**config.mk**
```make
export PLATFORM = sky130hd
export DESIGN_NAME = sdram_init_seq
export DESIGN_NICKNAME = d
export VERILOG_FILES = /design/src/rtl/sdram_seq_pkg.sv /design/src/rtl/sdram_seq_ctrl.sv /design/src/rtl/sdram_seq_dp.sv /design/src/rtl/sdram_init_seq.sv
export SDC_FILE = /design/constraint.sdc
export NUM_CORES = 1
export LEC_CHECK = 0
export BUFFER_PORTS_ARGS = -buffer_cell sky130_fd_sc_hd__clkbuf_2
export CORE_MARGIN = 2
export CORE_UTILIZATION = 55
export DETAILED_ROUTE_END_ITERATION = 10
export PLACE_DENSITY = 0.79
export SETUP_SLACK_MARGIN = 0.1
export SLEW_MARGIN = 10
export SYNTH_ARGS = -nofsm -noshare
export SYNTH_HDL_FRONTEND = slang
export SYNTH_SLANG_ARGS = --single-unit
```
**constraint.sdc**
```tcl
create_clock -name clk -period 6.12 [get_ports clk]
set_input_delay 0.612 -clock clk [delete_from_list [all_inputs] [get_ports clk]]
set_output_delay 0.612 -clock clk [all_outputs]
set_load 0.01 [all_outputs]
```
**src/rtl/sdram_seq_pkg.sv**
```systemverilog
package sdram_seq_pkg;

  typedef enum logic [1:0] {OP_NOP, OP_PRE, OP_REF, OP_MRS} op_e;
  typedef enum logic [1:0] {WT_PWR, WT_RP, WT_RFC, WT_MRD} wait_e;

  // Strobes from control to datapath, valid for one cycle
  typedef struct packed {
    op_e   op;
    logic  loadWait;
    wait_e waitSel;
    logic  ckeOn;
    logic  doneSet;
    logic  refAck;
  } strobe_t;

  // {csN, rasN, casN, weN}
  localparam logic [3:0] PIN_NOP = 4'b0111;
  localparam logic [3:0] PIN_PRE = 4'b0010;
  localparam logic [3:0] PIN_REF = 4'b0001;
  localparam logic [3:0] PIN_MRS = 4'b0000;

  localparam int AUTO_PRE_BIT = 10;

endpackage

```
**src/rtl/sdram_seq_ctrl.sv**
```systemverilog
module sdram_seq_ctrl
  import sdram_seq_pkg::*;
#(
  parameter int INIT_REFS = 8
) (
  input  logic    clk,
  input  logic    rstN,
  input  logic    waitDone,
  input  logic    refDue,
  output strobe_t stb
);

  localparam int CNT_W = (INIT_REFS > 1) ? $clog2(INIT_REFS) : 1;

  typedef enum logic [2:0] {
    S_BOOT, S_PWR, S_PRE, S_IREF, S_MRS, S_IDLE, S_AREF
  } state_e;

  state_e stateQ, stateD;
  logic [CNT_W-1:0] refLeftQ, refLeftD;

  always_ff @(posedge clk or negedge rstN) begin
    if (!rstN) begin
      stateQ   <= S_BOOT;
      refLeftQ <= '0;
    end else begin
      stateQ   <= stateD;
      refLeftQ <= refLeftD;
    end
  end

  always_comb begin
    stb      = '0;
    stb.op   = OP_NOP;
    stateD   = stateQ;
    refLeftD = refLeftQ;
    unique case (stateQ)
      S_BOOT: begin
        stb.ckeOn    = 1'b1;
        stb.loadWait = 1'b1;
        stb.waitSel  = WT_PWR;
        stateD       = S_PWR;
      end
      S_PWR: if (waitDone) begin
        stb.op       = OP_PRE;
        stb.loadWait = 1'b1;
        stb.waitSel  = WT_RP;
        stateD       = S_PRE;
      end
      S_PRE: if (waitDone) begin
        stb.op       = OP_REF;
        stb.loadWait = 1'b1;
        stb.waitSel  = WT_RFC;
        refLeftD     = CNT_W'(INIT_REFS - 1);
        stateD       = S_IREF;
      end
      S_IREF: if (waitDone) begin
        stb.loadWait = 1'b1;
        if (refLeftQ != '0) begin
          stb.op      = OP_REF;
          stb.waitSel = WT_RFC;
          refLeftD    = refLeftQ - 1'b1;
        end else begin
          stb.op      = OP_MRS;
          stb.waitSel = WT_MRD;
          stateD      = S_MRS;
        end
      end
      S_MRS: if (waitDone) begin
        stb.doneSet = 1'b1;
        stateD      = S_IDLE;
      end
      S_IDLE: if (refDue) begin
        stb.op       = OP_REF;
        stb.refAck   = 1'b1;
        stb.loadWait = 1'b1;
        stb.waitSel  = WT_RFC;
        stateD       = S_AREF;
      end
      S_AREF: if (waitDone) begin
        if (refDue) begin
          stb.op       = OP_REF;
          stb.refAck   = 1'b1;
          stb.loadWait = 1'b1;
          stb.waitSel  = WT_RFC;
        end else begin
          stateD = S_IDLE;
        end
      end
      default: stateD = S_BOOT;
    endcase
  end

endmodule

```
**src/rtl/sdram_seq_dp.sv**
```systemverilog
module sdram_seq_dp
  import sdram_seq_pkg::*;
#(
  parameter int ROW_W      = 13,
  parameter int BANK_W     = 2,
  parameter int PWRUP_CYC  = 20000,
  parameter int T_RP       = 2,
  parameter int T_RFC      = 7,
  parameter int T_MRD      = 2,
  parameter int REF_RELOAD = 761,
  parameter logic [ROW_W-1:0] MODE_WORD = 13'h0222
) (
  input  logic              clk,
  input  logic              rstN,
  input  strobe_t           stb,
  output logic              waitDone,
  output logic              refDue,
  output logic              cke,
  output logic              csN,
  output logic              rasN,
  output logic              casN,
  output logic              weN,
  output logic [ROW_W-1:0]  addr,
  output logic [BANK_W-1:0] bank,
  output logic              initDone
);

  localparam int WMAX1  = (PWRUP_CYC > T_RP) ? PWRUP_CYC : T_RP;
  localparam int WMAX2  = (T_RFC > T_MRD) ? T_RFC : T_MRD;
  localparam int WMAX   = (WMAX1 > WMAX2) ? WMAX1 : WMAX2;
  localparam int WAIT_W = $clog2(WMAX + 1);
  localparam int REF_W  = $clog2(REF_RELOAD + 1);

  logic [WAIT_W-1:0] waitCnt;
  logic [WAIT_W-1:0] waitVal;
  logic [REF_W-1:0]  refCnt;
  logic              refRun;
  logic              refPend;
  logic [3:0]        pinCmd;
  logic [ROW_W-1:0]  addrNext;

  // Shared post-command wait counter
  always_comb begin
    unique case (stb.waitSel)
      WT_PWR:  waitVal = WAIT_W'(PWRUP_CYC);
      WT_RP:   waitVal = WAIT_W'(T_RP);
      WT_RFC:  waitVal = WAIT_W'(T_RFC);
      default: waitVal = WAIT_W'(T_MRD);
    endcase
  end

  always_ff @(posedge clk or negedge rstN) begin
    if (!rstN)                waitCnt <= '0;
    else if (stb.loadWait)    waitCnt <= waitVal;
    else if (waitCnt != '0)   waitCnt <= waitCnt - 1'b1;
  end

  assign waitDone = (waitCnt == '0);

  // Free-running refresh interval timer, armed when init completes
  always_ff @(posedge clk or negedge rstN) begin
    if (!rstN) begin
      refCnt  <= '0;
      refRun  <= 1'b0;
      refPend <= 1'b0;
    end else begin
      if (stb.doneSet) begin
        refRun <= 1'b1;
        refCnt <= REF_W'(REF_RELOAD);
      end else if (refRun) begin
        if (refCnt == '0) refCnt <= REF_W'(REF_RELOAD);
        else              refCnt <= refCnt - 1'b1;
      end
      if (refRun && refCnt == '0) refPend <= 1'b1;
      else if (stb.refAck)        refPend <= 1'b0;
    end
  end

  assign refDue = refPend;

  // Command pin encoding
  always_comb begin
    addrNext = '0;
    unique case (stb.op)
      OP_PRE: begin
        pinCmd = PIN_PRE;
        addrNext[AUTO_PRE_BIT] = 1'b1;
      end
      OP_REF: pinCmd = PIN_REF;
      OP_MRS: begin
        pinCmd   = PIN_MRS;
        addrNext = MODE_WORD;
      end
      default: pinCmd = PIN_NOP;
    endcase
  end

  always_ff @(posedge clk or negedge rstN) begin
    if (!rstN) begin
      cke                    <= 1'b0;
      {csN, rasN, casN, weN} <= PIN_NOP;
      addr                   <= '0;
      initDone               <= 1'b0;
    end else begin
      cke                    <= cke | stb.ckeOn;
      {csN, rasN, casN, weN} <= pinCmd;
      addr                   <= addrNext;
      initDone               <= initDone | stb.doneSet;
    end
  end

  assign bank = '0;

endmodule

```
**src/rtl/sdram_init_seq.sv**
```systemverilog
module sdram_init_seq
  import sdram_seq_pkg::*;
#(
  parameter int ROW_W         = 13,
  parameter int BANK_W        = 2,
  parameter int PWRUP_CYC     = 20000,
  parameter int T_RP          = 2,
  parameter int T_RFC         = 7,
  parameter int T_MRD         = 2,
  parameter int INIT_REFS     = 8,
  parameter int REF_PERIOD_US = 64000,
  parameter int CLK_MHZ       = 100,
  parameter int NUM_ROWS      = 8192,
  parameter int REF_MARGIN    = 20,
  parameter int BL_CODE       = 2,
  parameter int BURST_ILV     = 0,
  parameter int CAS_LAT       = 2,
  parameter int WR_SINGLE     = 1
) (
  input  logic              clk,
  input  logic              rstN,
  output logic              cke,
  output logic              csN,
  output logic              rasN,
  output logic              casN,
  output logic              weN,
  output logic [ROW_W-1:0]  addr,
  output logic [BANK_W-1:0] bank,
  output logic              initDone
);

  localparam int REF_RELOAD = REF_PERIOD_US * CLK_MHZ / NUM_ROWS - REF_MARGIN;
  localparam logic [ROW_W-1:0] MODE_WORD =
    ROW_W'((BL_CODE & 7) + 8 * (BURST_ILV & 1) + 16 * (CAS_LAT & 7) + 512 * (WR_SINGLE & 1));

  strobe_t stb;
  logic    waitDone;
  logic    refDue;

  sdram_seq_ctrl #(.INIT_REFS(INIT_REFS)) u_ctrl (
    .clk      (clk),
    .rstN     (rstN),
    .waitDone (waitDone),
    .refDue   (refDue),
    .stb      (stb)
  );

  sdram_seq_dp #(
    .ROW_W      (ROW_W),
    .BANK_W     (BANK_W),
    .PWRUP_CYC  (PWRUP_CYC),
    .T_RP       (T_RP),
    .T_RFC      (T_RFC),
    .T_MRD      (T_MRD),
    .REF_RELOAD (REF_RELOAD),
    .MODE_WORD  (MODE_WORD)
  ) u_dp (
    .clk      (clk),
    .rstN     (rstN),
    .stb      (stb),
    .waitDone (waitDone),
    .refDue   (refDue),
    .cke      (cke),
    .csN      (csN),
    .rasN     (rasN),
    .casN     (casN),
    .weN      (weN),
    .addr     (addr),
    .bank     (bank),
    .initDone (initDone)
  );

endmodule

```
-- Word level (Yosys, flattened, before mapping)
Cells that the tools add are included.
- word-level logic and storage cells: 87
- flip-flop bits (word level): 49
- output and inout port bits: 21
- equal/unequal tests: 19
- mux-type cells: 38
- reductions and logical operators: 13
- add/sub/neg operators: 3
- bitwise operators: 2
- operators with widths (operator ; count):
    2-to-1 mux 10 bit ; 4
    2-to-1 mux 3 bit ; 11
    2-to-1 mux 15 bit ; 2
    case mux 15 bit (2 select lines) ; 1
    case mux 3 bit (7 select lines) ; 1
    2-to-1 mux 5 bit ; 4
    case mux 3 bit (6 select lines) ; 1
    logical NOT 15 bit ; 1
    nonzero test 15 bit ; 1
    subtractor 15 x 1 -> 15 bit (second input constant) ; 1
    inequality test 2 x 1 -> 1 bit (second input constant) ; 7
    logical NOT 10 bit ; 1
    case mux 2 bit (5 select lines) ; 1
    subtractor 10 x 1 -> 10 bit (second input constant) ; 1
    equality test 3 bit (second input constant) ; 3
    2-to-1 mux 1 bit ; 9
    case mux 3 bit (3 select lines) ; 1
    AND reduction 8 bit ; 1
    nonzero test 2 bit ; 4
    equality test 2 bit (second input constant) ; 3
    equality test 3 x 2 -> 1 bit (second input constant) ; 2
    case mux 3 bit (2 select lines) ; 1
    2-to-1 mux 4 bit ; 1
    inequality test 2 bit (second input constant) ; 2
    10 further kinds ; 11

-- Longest topological paths before layout
- depth after elaboration: 7
- gate-level depth with buffers: 8
- depth with buffers taken out: 6

-- By module
A second synthesis with hierarchy kept.
- cells, all modules: 237
- area, all modules: 2284.7 um^2
- modules (own cells, without submodules) (module ; instances ; cells an instance ; area an instance (um^2)):
    sdram_seq_dp ; 1 ; 174 ; 1761.7
    sdram_seq_ctrl ; 1 ; 63 ; 523.0

-- Worst setup path before layout
No wires, ideal clock.
- path type: reg2reg
- from: reg u_dp.waitCnt[0]
- to: reg u_dp.refCnt[3]
- clock period less this slack: 2.288 ns
- data required time: 6.016 ns
- path slack: 3.832 ns
- stages on the path, launching flop included: 8
- arrival: 2.184 ns
- cell sequence: dfrtp_1 inv_1 ha_1 or4b_1 or4_4 buf_6 or3_4 o311ai_1
- cells in the longest elaborated chain, start to end: 4
- elaborated cells between the ends (all ways): 5
- classes of those cells: 3 x mux; 2 x reduce/logical
- ends and longest elaborated chain (element ; line ; RTL):
    start, declared ; sdram_seq_dp.sv:34 ; logic [WAIT_W-1:0] waitCnt;
    start signal, assigned ; sdram_seq_dp.sv:54 ; else if (stb.loadWait) waitCnt <= waitVal;
    start signal, assigned ; sdram_seq_dp.sv:55 ; else if (waitCnt != '0) waitCnt <= waitCnt - 1'b1;
    logical NOT 15 bit * ; sdram_seq_dp.sv:58 ; assign waitDone = (waitCnt == '0);
    2-to-1 mux 1 bit * ; sdram_seq_ctrl.sv:69 ; S_MRS: if (waitDone) begin
    2-to-1 mux 1 bit * ; sdram_seq_ctrl.sv:37 ; unique case (stateQ)
    2-to-1 mux 10 bit / nonzero test 2 bit (equally long branches) ; - ;
    end signal, assigned ; sdram_seq_dp.sv:69 ; refCnt <= REF_W'(REF_RELOAD);
    end signal, assigned ; sdram_seq_dp.sv:71 ; if (refCnt == '0) refCnt <= REF_W'(REF_RELOAD);
    end signal, assigned ; sdram_seq_dp.sv:72 ; else refCnt <= refCnt - 1'b1;
    end, declared ; sdram_seq_dp.sv:36 ; logic [REF_W-1:0] refCnt;
Mark *: on every way between the ends. The rest lies on a longest branch, timed or not.
A chain may end at the register's enable or synchronous reset.

-- Worst setup path after layout
- from: reg u_dp.waitCnt[0]
- to: reg u_dp.waitCnt[0]
- cells in the longest elaborated chain, start to end: 6
- elaborated cells between the ends (all ways): 14
- classes of those cells: 1 x add/sub; 1 x eq/ne; 8 x mux; 4 x reduce/logical
- ends and longest elaborated chain (element ; line ; RTL):
    logical NOT 15 bit ; sdram_seq_dp.sv:58 ;
    2-to-1 mux 5 bit, or another cell as far along ; sdram_seq_ctrl.sv:80 ; S_AREF: if (waitDone) begin
    case mux 3 bit (6 select lines) ; sdram_seq_ctrl.sv:37 ;
    equality test 2 bit / logical NOT 2 bit (equally long branches) ; sdram_seq_dp.sv:44 ; unique case (stb.waitSel)
    case mux 15 bit (2 select lines) ; sdram_seq_dp.sv:44 ;
    2-to-1 mux 15 bit ; sdram_seq_dp.sv:54 ;
Several ways; a longest one is shown, not always the timed one. The select of a mux whose other input is x is not followed.

==> summary.md <==
| Metric | Value |
|---|---|
| Overall routing resource usage | `20.3%` |
| Reg-to-reg critical path startpoint | `u_dp.waitCnt[0]` |
| Initial detailed-routing violation count | `112` |
| Number of top-level design ports | `23` |
| Post-synthesis register bit count | `40` |
| Highest-count cells in the layout ignoring fill and taps | `sky130_fd_sc_hd__dfrtp_1, sky130_fd_sc_hd__a21oi_1, sky130_fd_sc_hd__nand2_1` |
| Cell with the largest stage delay on the worst path | `sky130_fd_sc_hd__nor4_4` |
| Period utilization | `41.0%` |
| Achievable clock frequency | `398 MHz` |
| Netlist area before placement | `2410 um2` |
| Clock slew at the register clock pins of the worst setup and hold paths | `0.08 ns` |
| CP peak stage delay | `0.72 ns` |
| Floorplan die width | `70.3 um` |
| CTS tree | `built` |
| Warnings from Yosys | `0` |
| Total gr overflow | `0` |
| Tightest Hold Check Type | `primary input to async pin` |
| Critical path required time | `6.31 ns` |
| Fin Setup TNS | `0 ns` |
| Endpoint of the worst register-to-register path | `u_dp.waitCnt[0]` |
| Relative area change from synthesis to final layout | `4.30%` |
| Library cells used by synthesis | `62` |
| Mean area per synthesized cell | `9.43 um2` |
| Layout cell share with drive strength beyond 1 | `14.5%` |
| Count of instances resized after the clock tree is built | `0` |
| Library cell used as clock root buffer | `sky130_fd_sc_hd__clkbuf_8` |
| Number of placed instances with taps included | `300` |
| Final-report hold violation count | `0` |
| Peak VDD IR | `0.105 mV` |
| Number of buffers between clock root and the deepest sink | `2` |
| Worst reg-to-reg setup slack | `3.61 ns` |
| Number of enable-type register cells in the synthesized netlist | `0` |
| Area of the core | `4290 um2` |
| Startpoint kind of the worst setup timing path | `flop` |
| Final count of negative-setup-slack endpoints | `0` |
| Hold slack final | `0.457 ns` |
| Cell internal pwr | `0.000408 W` |
| Sequential share of the synthesized area | `41.6%` |
| Final Max Tran Viols | `0` |
| Status | `finished, final reports clean` |
| Clock Sink Count | `40` |
| Starting Density | `56.2%` |
| Per-cell via count in the routed design | `6.11` |
| Gate count after technology mapping | `256` |
| Total power divided by cell area | `203 nW/um2` |
| Clock buffers created by TritonCTS | `5` |
| Leakage power | `1.06 nW` |
| Routed len/inst | `14.9 um` |
| Element type at the critical path end | `flop` |
| Worst clock skew on the final layout | `0.00385 ns` |
| DRT Wirelength | `4600 um` |
| Most common library cell in the layout ignoring fill and taps | `sky130_fd_sc_hd__dfrtp_1` |
| Via count of the first global-routing pass | `1724` |
| Worst slew pin tran | `0.970 ns` |
| Shortest period the worst path allows | `2.51 ns` |
| Clock network power share | `46.7%` |
| Port Buf Inserts | `10` |
| Net switching power | `0.000103 W` |
| Largest fanout of any net on the critical path | `18` |
| DR pass1 iterations | `4` |
| CP arrival | `2.70 ns` |
| Clock latency on the worst-skew pair | `0.30 ns` |
| Cell row count | `24` |
| Placer Congestion | `0.786` |
| Number of violations of the max-capacitance limit | `0` |
| Die Y | `70.3 um` |
| Ys async rst share | `100%` |
| First-pass GRT wire length | `8040 um` |
| Pin count of the biggest net entering global routing | `41` |
| Area enclosed by the die boundary | `4940 um2` |
| Net count reported at finish | `263` |
| Register-to-Register Path Depth | `6` |
| Chain of cells forming the critical path | `inv_1, ha_1, or4b_1, nor4_4, mux2i_1, a211o_1` |
| H-tree lvl count | `2` |
| Sequential group share of total power | `51.7%` |
| # DRC | `0` |
| Number of setup buffers added after CTS | `0` |
| Number of nets still failing antenna checks after routing | `0` |
| Switching Share | `20.2%` |
| Combinational share of power | `1.6%` |
| Path type of the worst setup path | `flop to flop` |
| Worst Slack Setup Final | `3.61 ns` |
| RSZ-0062 raised after global routing | `false` |
| CTS hold repair buffers | `0` |
| Initial antenna violation count | `0` |
| Final standard cell count with taps included and fillers excluded | `308` |
| Worst setup timing slack at the placement stage | `3.63 ns` |
| Top flip-flop cell by instance count after synthesis | `sky130_fd_sc_hd__dfrtp_1` |
| Overall power | `0.000511 W` |
| Worst slew margin relative to its limit | `35.4%` |
| Ant. Diodes | `0` |
| Number of vias after detailed routing | `1881` |
| HPWL after detailed placement | `3130 um` |
[cells in the mapped netlist (all sizes together) (3+ instances only)]
| cell | instances | area (um2) |
|---|---|---|
| a211o | 3 | 26.3 |
| a21oi | 16 | 80.1 |
| a22oi | 3 | 22.5 |
| buf | 18 | 138 |
| clkbuf | 11 | 41.3 |
| dfrtp | 37 | 926 |
| dfstp | 3 | 78.8 |
| ha | 6 | 75.1 |
| inv | 8 | 30.0 |
| nand2 | 15 | 56.3 |
| nand2b | 7 | 43.8 |
| nand3 | 4 | 20.0 |
| nand3b | 5 | 37.5 |
| nor2 | 14 | 52.6 |
| nor2b | 3 | 18.8 |
| nor3 | 12 | 65.1 |
| nor4 | 4 | 40.0 |
| o21ai | 11 | 62.6 |
| o311ai | 3 | 26.3 |
| o31ai | 3 | 22.5 |
| o41ai | 4 | 35.0 |
| or2 | 5 | 31.3 |
| or3 | 12 | 80.1 |
| or4 | 8 | 67.6 |
[sequential cells by signal, summed over array words and instances, names as in the netlist, 2 cells and up]
name / cells
u_ctrl.refLeftQ: 3
u_dp.refCnt: 10
u_dp.waitCnt: 15
u_ctrl.stateQ: 3
u_dp.addr: 2
[how the worst max path moves through the flow]
stage,from,endpoint,depth (start not counted)
floorplan,u_dp.waitCnt[0],u_dp.refCnt[3],7
global placement,u_dp.waitCnt[0],u_dp.waitCnt[0],6
detailed placement,u_dp.waitCnt[0],u_dp.waitCnt[0],6
CTS,u_dp.waitCnt[0],u_dp.waitCnt[0],6
global route,u_dp.waitCnt[0],u_dp.waitCnt[0],6
finish,u_dp.waitCnt[0],u_dp.waitCnt[0],6
[cells by family after synthesis]
logic type,after synthesis,synth area share [%]
simple gates,103,25.8
compound gates,62,18.2
flops,40,41.6
buf+inv,38,8.81
fa+ha+maj,7,3.58
xor+xnor,4,1.45
other cells,1,0.155
mux,1,0.415
[power by group through the flow]
| stage | clock network (W) | registers, W | logic [W] |
|---|---|---|---|
| finish | 0.000239 | 0.000264 | 0.00000834 |
| global route | 0.000251 | 0.000264 | 0.00000988 |
| CTS | 0.000243 | 0.000264 | 0.00000870 |
| detailed placement | 0 | 0.000269 | 0.00000869 |
| global placement | 0 | 0.000269 | 0.00000873 |
| floorplan | 0 | 0.000269 | 0.00000888 |
[metal layers]
layer / part of all wire [%] / vias to the layer above / global-route usage (%)
li1: - / 915 / -
met1: 47 / 916 / 27.8
met2: 47 / 44 / 32.0
met3: 4.1 / 6 / 4.91
met4: 1.3 / 0 / 6.41
met5: 0 / - / 0
[area by class of cell]
cell class                 count  area, um2
tap                           52       65.1
clock buffer                   7       96.3
clock inverter                 1       30.0
inverter                       9       33.8
sequential                    40       1000
fill                         376       1780
multi-input combinational    189       1240
timing repair buffer          10       50.0
[stage by stage]
step	utilization (%)	area, um2
final	58.7	2520
after global placement	55.7	2390
after detailed placement	55.7	2390
after floorplan	-	2460
after CTS	58.7	2520
after global routing	58.7	2520
[critical path: cells and delay by family (launching register included)]
family          cells  cell delay (ns)
flops               1             0.42
fa+ha+maj           1             0.13
compound gates      1             0.32
mux                 1             0.17
buf+inv             1             0.10
simple gates        2             1.25
(Power assumes the default switching activity.)
